===== src/rtl/sdram_lp_pkg.sv =====
package sdram_lp_pkg;

  typedef enum logic [3:0] {
    ST_IDLE,
    ST_PRE,
    ST_RP_WAIT,
    ST_REF,
    ST_RFC_WAIT,
    ST_SRE,
    ST_SR,
    ST_SRX,
    ST_SRX_WAIT,
    ST_PD,
    ST_PDX
  } lp_state_e;

  typedef enum logic [1:0] {
    SEQ_PERIODIC,
    SEQ_SR_PRE,
    SEQ_SR_POST
  } seq_kind_e;

  // {cs_n, ras_n, cas_n, we_n, a10}
  typedef struct packed {
    logic cs_n;
    logic ras_n;
    logic cas_n;
    logic we_n;
    logic a10;
  } dram_cmd_t;

  localparam dram_cmd_t CMD_NOP  = 5'b0111_0;
  localparam dram_cmd_t CMD_PREA = 5'b0010_1;
  localparam dram_cmd_t CMD_REF  = 5'b0001_0;

endpackage


===== src/rtl/lp_refi_timer.sv =====
module lp_refi_timer #(
  parameter int T_REFI = 1560
) (
  input  logic clk,
  input  logic rst_n,
  input  logic restart,
  input  logic hold,
  output logic due
);
  localparam int CW = $clog2(T_REFI + 1);

  logic [CW-1:0] cnt;

  // cnt holds the number of cycles since the last restart; due is raised so
  // that the sequencer can issue the next refresh exactly T_REFI cycles later.
  always_ff @(posedge clk) begin
    if (!rst_n) begin
      cnt <= CW'(1);
      due <= 1'b0;
    end else if (restart || hold) begin
      cnt <= CW'(1);
      due <= 1'b0;
    end else if (!due) begin
      cnt <= cnt + CW'(1);
      if (cnt == CW'(T_REFI - 2)) due <= 1'b1;
    end
  end
endmodule


===== src/rtl/lp_gap_timer.sv =====
module lp_gap_timer #(
  parameter int GW = 4
) (
  input  logic          clk,
  input  logic          rst_n,
  input  logic          load,
  input  logic [GW-1:0] load_val,
  output logic          expire
);
  logic [GW-1:0] cnt;

  always_ff @(posedge clk) begin
    if (!rst_n)             cnt <= '0;
    else if (load)          cnt <= load_val;
    else if (cnt != '0)     cnt <= cnt - GW'(1);
  end

  // last waiting cycle of the window
  assign expire = (cnt == GW'(1));
endmodule


===== src/rtl/lp_burst_ctr.sv =====
module lp_burst_ctr #(
  parameter int BURST_LEN = 4096
) (
  input  logic clk,
  input  logic rst_n,
  input  logic load_full,
  input  logic load_one,
  input  logic dec,
  output logic zero
);
  localparam int BW = $clog2(BURST_LEN + 1);

  logic [BW-1:0] cnt;

  always_ff @(posedge clk) begin
    if (!rst_n)                    cnt <= '0;
    else if (load_full)            cnt <= BW'(BURST_LEN);
    else if (load_one)             cnt <= BW'(1);
    else if (dec && cnt != '0)     cnt <= cnt - BW'(1);
  end

  assign zero = (cnt == '0);
endmodule


===== src/rtl/sdram_lp_seq.sv =====
module sdram_lp_seq
  import sdram_lp_pkg::*;
#(
  parameter int NBANK     = 4,
  parameter int T_RP      = 3,
  parameter int T_RFC     = 9,
  parameter int T_REFI    = 1560,
  parameter int BURST_LEN = 4096
) (
  input  logic             clk,
  input  logic             rst_n,
  input  logic             sr_req,
  input  logic             pd_req,
  input  logic [NBANK-1:0] bank_open,
  output logic             cke,
  output logic             cmd_cs_n,
  output logic             cmd_ras_n,
  output logic             cmd_cas_n,
  output logic             cmd_we_n,
  output logic             cmd_a10,
  output logic             busy,
  output logic             pd_rows_open
);
  localparam int GMAX = (T_RP > T_RFC) ? T_RP : T_RFC;
  localparam int GW   = $clog2(GMAX + 1);

  lp_state_e state, nxt_state;
  seq_kind_e kind,  nxt_kind;

  logic          any_open;
  logic          due;
  logic          gap_load, gap_expire;
  logic [GW-1:0] gap_val;
  logic          burst_full, burst_one, burst_dec, burst_zero;
  logic          pd_flag_load;
  dram_cmd_t     cmd;

  assign any_open = |bank_open;

  lp_refi_timer #(.T_REFI(T_REFI)) u_refi (
    .clk     (clk),
    .rst_n   (rst_n),
    .restart (state == ST_REF || state == ST_SRE),
    .hold    (state == ST_SR),
    .due     (due)
  );

  lp_gap_timer #(.GW(GW)) u_gap (
    .clk      (clk),
    .rst_n    (rst_n),
    .load     (gap_load),
    .load_val (gap_val),
    .expire   (gap_expire)
  );

  lp_burst_ctr #(.BURST_LEN(BURST_LEN)) u_burst (
    .clk       (clk),
    .rst_n     (rst_n),
    .load_full (burst_full),
    .load_one  (burst_one),
    .dec       (burst_dec),
    .zero      (burst_zero)
  );

  always_comb begin
    nxt_state    = state;
    nxt_kind     = kind;
    gap_load     = 1'b0;
    gap_val      = '0;
    burst_full   = 1'b0;
    burst_one    = 1'b0;
    burst_dec    = 1'b0;
    pd_flag_load = 1'b0;
    unique case (state)
      ST_IDLE: begin
        if (due) begin
          nxt_kind  = SEQ_PERIODIC;
          burst_one = 1'b1;
          nxt_state = any_open ? ST_PRE : ST_REF;
        end else if (sr_req) begin
          nxt_kind   = SEQ_SR_PRE;
          burst_full = 1'b1;
          nxt_state  = any_open ? ST_PRE : ST_REF;
        end else if (pd_req) begin
          pd_flag_load = 1'b1;
          nxt_state    = ST_PD;
        end
      end
      ST_PRE: begin
        gap_load  = 1'b1;
        gap_val   = GW'(T_RP - 1);
        nxt_state = ST_RP_WAIT;
      end
      ST_RP_WAIT: begin
        if (gap_expire) nxt_state = ST_REF;
      end
      ST_REF: begin
        gap_load  = 1'b1;
        gap_val   = GW'(T_RFC - 1);
        burst_dec = 1'b1;
        nxt_state = ST_RFC_WAIT;
      end
      ST_RFC_WAIT: begin
        if (gap_expire) begin
          if (!burst_zero)              nxt_state = ST_REF;
          else if (kind == SEQ_SR_PRE)  nxt_state = ST_SRE;
          else                          nxt_state = ST_IDLE;
        end
      end
      ST_SRE: nxt_state = ST_SR;
      ST_SR: begin
        if (!sr_req) nxt_state = ST_SRX;
      end
      ST_SRX: begin
        gap_load   = 1'b1;
        gap_val    = GW'(T_RFC - 1);
        burst_full = 1'b1;
        nxt_kind   = SEQ_SR_POST;
        nxt_state  = ST_SRX_WAIT;
      end
      ST_SRX_WAIT: begin
        if (gap_expire) nxt_state = ST_REF;
      end
      ST_PD: begin
        if (due || !pd_req) nxt_state = ST_PDX;
      end
      ST_PDX:  nxt_state = ST_IDLE;
      default: nxt_state = ST_IDLE;
    endcase
  end

  always_ff @(posedge clk) begin
    if (!rst_n) begin
      state        <= ST_IDLE;
      kind         <= SEQ_PERIODIC;
      pd_rows_open <= 1'b0;
    end else begin
      state <= nxt_state;
      kind  <= nxt_kind;
      if (pd_flag_load) pd_rows_open <= any_open;
    end
  end

  always_comb begin
    unique case (state)
      ST_PRE:         cmd = CMD_PREA;
      ST_REF, ST_SRE: cmd = CMD_REF;
      default:        cmd = CMD_NOP;
    endcase
  end

  assign cke       = !(state == ST_SRE || state == ST_SR || state == ST_PD);
  assign cmd_cs_n  = cmd.cs_n;
  assign cmd_ras_n = cmd.ras_n;
  assign cmd_cas_n = cmd.cas_n;
  assign cmd_we_n  = cmd.we_n;
  assign cmd_a10   = cmd.a10;
  assign busy      = (state != ST_IDLE) || due;

endmodule


===== config.mk =====
export PLATFORM = sky130hd
export DESIGN_NAME = sdram_lp_seq
export DESIGN_NICKNAME = d
export VERILOG_FILES = /design/src/rtl/sdram_lp_pkg.sv /design/src/rtl/lp_refi_timer.sv /design/src/rtl/lp_gap_timer.sv /design/src/rtl/lp_burst_ctr.sv /design/src/rtl/sdram_lp_seq.sv
export SDC_FILE = /design/constraint.sdc
export NUM_CORES = 1
export LEC_CHECK = 0
export BUFFER_PORTS_ARGS = -buffer_cell sky130_fd_sc_hd__buf_2
export CORE_MARGIN = 2
export CORE_UTILIZATION = 38
export DETAILED_ROUTE_END_ITERATION = 16
export GPL_TIMING_DRIVEN = 0
export PLACE_DENSITY = 0.64
export SLEW_MARGIN = 10
export SYNTH_ARGS = -nofsm -noshare
export SYNTH_HDL_FRONTEND = slang
export SYNTH_SLANG_ARGS = --single-unit

===== constraint.sdc =====
create_clock -name clk -period 4.79 [get_ports clk]
set_input_delay 1.437 -clock clk [delete_from_list [all_inputs] [get_ports clk]]
set_output_delay 1.437 -clock clk [all_outputs]
set_load 0.005 [all_outputs]

==> results.py <==
metrics = {
    "worst_setup_path": {
        "r2r_cells": 7,
        "path_max_fanout": 10,
        "cpPeakStageDelay_ns": 0.38,
        "r2r-start": "u_burst.cnt[0]",
        "timing.rr.end": "u_burst.cnt[0]",
        "worst-path-buf-inv": 4,
        "required_ns": 3.35,
        "critPathSlowestCell": "nor2b_1",
        "crit_type": "flop to output pin",
        "path_cells": "buf_2, clkbuf_1, nor2b_1, nand2_1, inv_1, buf_2",
        "r2r_setup_slack_ns": 2.74,
        "crit_path_end_kind": "output pin",
        "cp.arrival_ns": 1.80,
        "critPathLaunchType": "flop",
        "cpMostUsedCell": "buf_2",
        "critPathTopFamily": "buffers and inverters",
    },
    "synthesis": {
        "synth_seq_area_share_pct": 35.4,
        "syn_avg_cell_area_sq_um": 8.07,
        "synth_area_leaders": "dfxtp_1, nor2_1, xnor2_1",
        "synth_ff_type": "dfxtp_1",
        "synth_edf_count": 0,
        "yosysUniqueCellTypes": 55,
        "netlist_area_sq_um": 2030,
        "ys_ff_latch": 36,
        "syn-instance-count": 252,
        "synth_top_cell_by_area": "dfxtp_1",
        "synthArstFlopShare_pct": 0,
        "synth_fp_nets": 266,
        "synth_commonest_cells": "nor2_1, dfxtp_1, nand2_1, a21oi_1, xnor2_1",
        "yosys_warnings": 0,
        "netlist.area_leader.share_pct": 35.4,
        "synth.most_common_cell": "nor2_1",
    },
    "worst_hold_path": {
        "whs_endpoint": "kind[1]",
        "hold_depth": 2,
        "min-delay-start": "kind[1]",
        "hp-class": "flop to flop",
    },
    "detailed_routing": {
        "dr.max_layer_used": "met4",
        "route.met2.wl_um": 1960,
        "antenna_left": 0,
        "vias": 1778,
        "dr.first_iter.drc_count": 55,
        "drt_first_pass_iters": 4,
        "drc": 0,
        "wl_met1_um": 2070,
        "wl_met3_um": 147,
        "viasPerCell": 5.18,
        "post_drt_wl_per_cell_um": 12.3,
        "routed_wirelength_um": 4230,
    },
    "timing": {
        "hold_viol_final": 0,
        "setup_viol": 0,
        "slew_headroom_pct": 62.0,
        "whs_ns": 0.481,
        "tightest_slew_ns": 0.565,
        "rsz0062_at_grt": "false",
        "finalMaxSlewViolations": 0,
        "fin_ws_ns": 1.55,
        "fmaxAchievable_ghz": 0.309,
        "tns_ns": 0,
        "finalCriticalPeriod_ns": 3.24,
        "skew_ns": 0.00410,
        "post-route-period-util_pct": 67.7,
    },
    "clocking": {
        "cts-resized-gates": 0,
        "cts.sinks": 36,
        "cts_made_buffers": 5,
        "postCtsHoldBufs": 0,
        "clk_pin_slew_worst_paths_ns": 0.07,
        "cts-root-buf": "clkbuf_8",
        "cts_setup_buffers": 0,
        "cts_tree": "built",
        "htreeDepth": 2,
        "clock_latency_ns": 0.29,
        "clk_path_buf_depth": 2,
    },
    "placed_design": {
        "pre_cts_slack_ns": 1.85,
        "hpwl_um": 3090,
        "port-buffer-count": 13,
        "dpl-instance-area_sq_um": 2190,
        "gp_congestion": 0.862,
    },
    "global_route": {
        "grt_pass1_wl_um": 7510,
        "grt_pass1_vias": 1680,
        "overflow": 0,
        "track_usage_pct": 15.5,
        "grt_start_max_net_pins": 11,
        "antenna_found_initial": 0,
    },
    "pwr": {
        "ir_worst_vdd_mv": 0.158,
        "power.density_nw_per_um2": 472,
        "switchingPower_uw": 413,
        "p_leak_uw": 0.000882,
        "p_clk_share_pct": 20.7,
        "pwr-share-seq_pct": 35.7,
        "combPwrFrac_pct": 43.7,
        "p_int_uw": 661,
        "netSwitchingFraction_pct": 38.4,
    },
    "cells_and_area": {
        "layout-drive-gt1-share_pct": 11.4,
        "nFillCells": 550,
        "stdcell_area_sq_um": 2280,
        "syn_to_final_growth_pct": 11.9,
        "multi_input_comb_area_sq_um": 1220,
        "post-route-util_pct": 44.3,
        "register_area_sq_um": 721,
        "final_nets": 286,
        "antenna_cells": 0,
    },
    "floorplan": {
        "die_x_um": 77.1,
        "row_count": 26,
        "initial_core_util_pct": 39.6,
        "io_pins": 16,
        "die_h_um": 77.1,
        "die-area_sq_um": 5950,
        "core_area_sq_um": 5140,
    },
    "flow_run": {
        "max_cap_viol_count": 0,
    },
    "status": {
        "status": "complete, no violations",
    },
}
-- kinds of logic (layout without fill, tap and decap cells) --
logic type,after synthesis,count (layout),share of synthesized area [%]
buf+inv,22,43,4.61
other cells,1,1,0.184
flops,36,36,35.4
mux,3,3,1.60
xor+xnor,22,22,9.48
fa+ha+maj,6,6,3.69
compound gates,44,44,14.2
simple gates,118,118,30.8
-- power groups by stage --
stage                     Sequential (uW)  Clock (uW)  Combinational [uW]
after floorplan                       380           0                 368
after global placement                388           0                 464
after detailed placement              390           0                 469
after CTS                             383         232                 472
after global routing                  388         246                 532
final                                 383         222                 469
-- metrics by stage --
| step | cells | power (uW) |
|---|---|---|
| 2_1_floorplan | 252 | 748 |
| 3_3_place_gp | 335 | 852 |
| 3_5_place_dp | 335 | 858 |
| 4_1_cts | 343 | 1090 |
| 5_1_grt | 343 | 1170 |
| 6_report | 343 | 1070 |
-- cell usage in the layout (no fill, tap or decap), drive strengths merged, types with 2 or more instances in the layout --
cell type / count
nor2: 40
dfxtp: 36
buf: 19
nand2: 18
a21oi: 16
clkbuf: 16
xnor2: 15
nor3: 11
nand3: 9
inv: 8
xor2: 7
or3: 7
o21ai: 6
ha: 6
nor4: 6
nor2b: 5
nand2b: 3
and3: 3
o31ai: 3
a31oi: 2
nand3b: 2
mux2: 2
o311ai: 2
nor4b: 2
o21bai: 2
o211ai: 2
and4: 2
or2: 2
-- routing by layer --
metal | vias to the layer above | global-route usage, %
li1 | 919 | -
met1 | 825 | 20.1
met2 | 30 | 24.3
met3 | 4 | 4.35
met4 | 0 | 5.71
met5 | - | 0
-- how the worst max path moves through the flow --
| stage | from | endpoint | slack, ns | cells past startpoint |
|---|---|---|---|---|
| after floorplan | state[0] | cmd_a10 | 2.17 | 5 |
| after global routing | state[0] | cmd_a10 | 1.38 | 6 |
| final | state[0] | cmd_a10 | 1.55 | 6 |
| after detailed placement | state[0] | cmd_a10 | 1.85 | 6 |
| after CTS | state[0] | cmd_a10 | 1.52 | 6 |
| after global placement | state[0] | cmd_a10 | 1.84 | 6 |
-- state kept, by name (all words and copies together), names as in the netlist --
name,cells
kind,2
u_refi.due,1
u_burst.cnt,13
pd_rows_open,1
u_refi.cnt,11
state,4
u_gap.cnt,4
-- tightest hold or removal path: cells and delay by family (launching register included) --
family / cells / cell delay (ns)
simple gates: 1 / 0.07
compound gates: 1 / 0.06
flops: 1 / 0.32
-- cell type report --
| class | count | share of cell area, % |
|---|---|---|
| multi-input combinational | 194 | 53.5 |
| sequential | 36 | 31.7 |
| clock buffer | 8 | 3.96 |
| tap | 70 | 3.85 |
| timing repair buffer | 13 | 2.86 |
| buffer | 14 | 2.80 |
| inverter | 8 | 1.32 |
(Power assumes the default switching activity.)
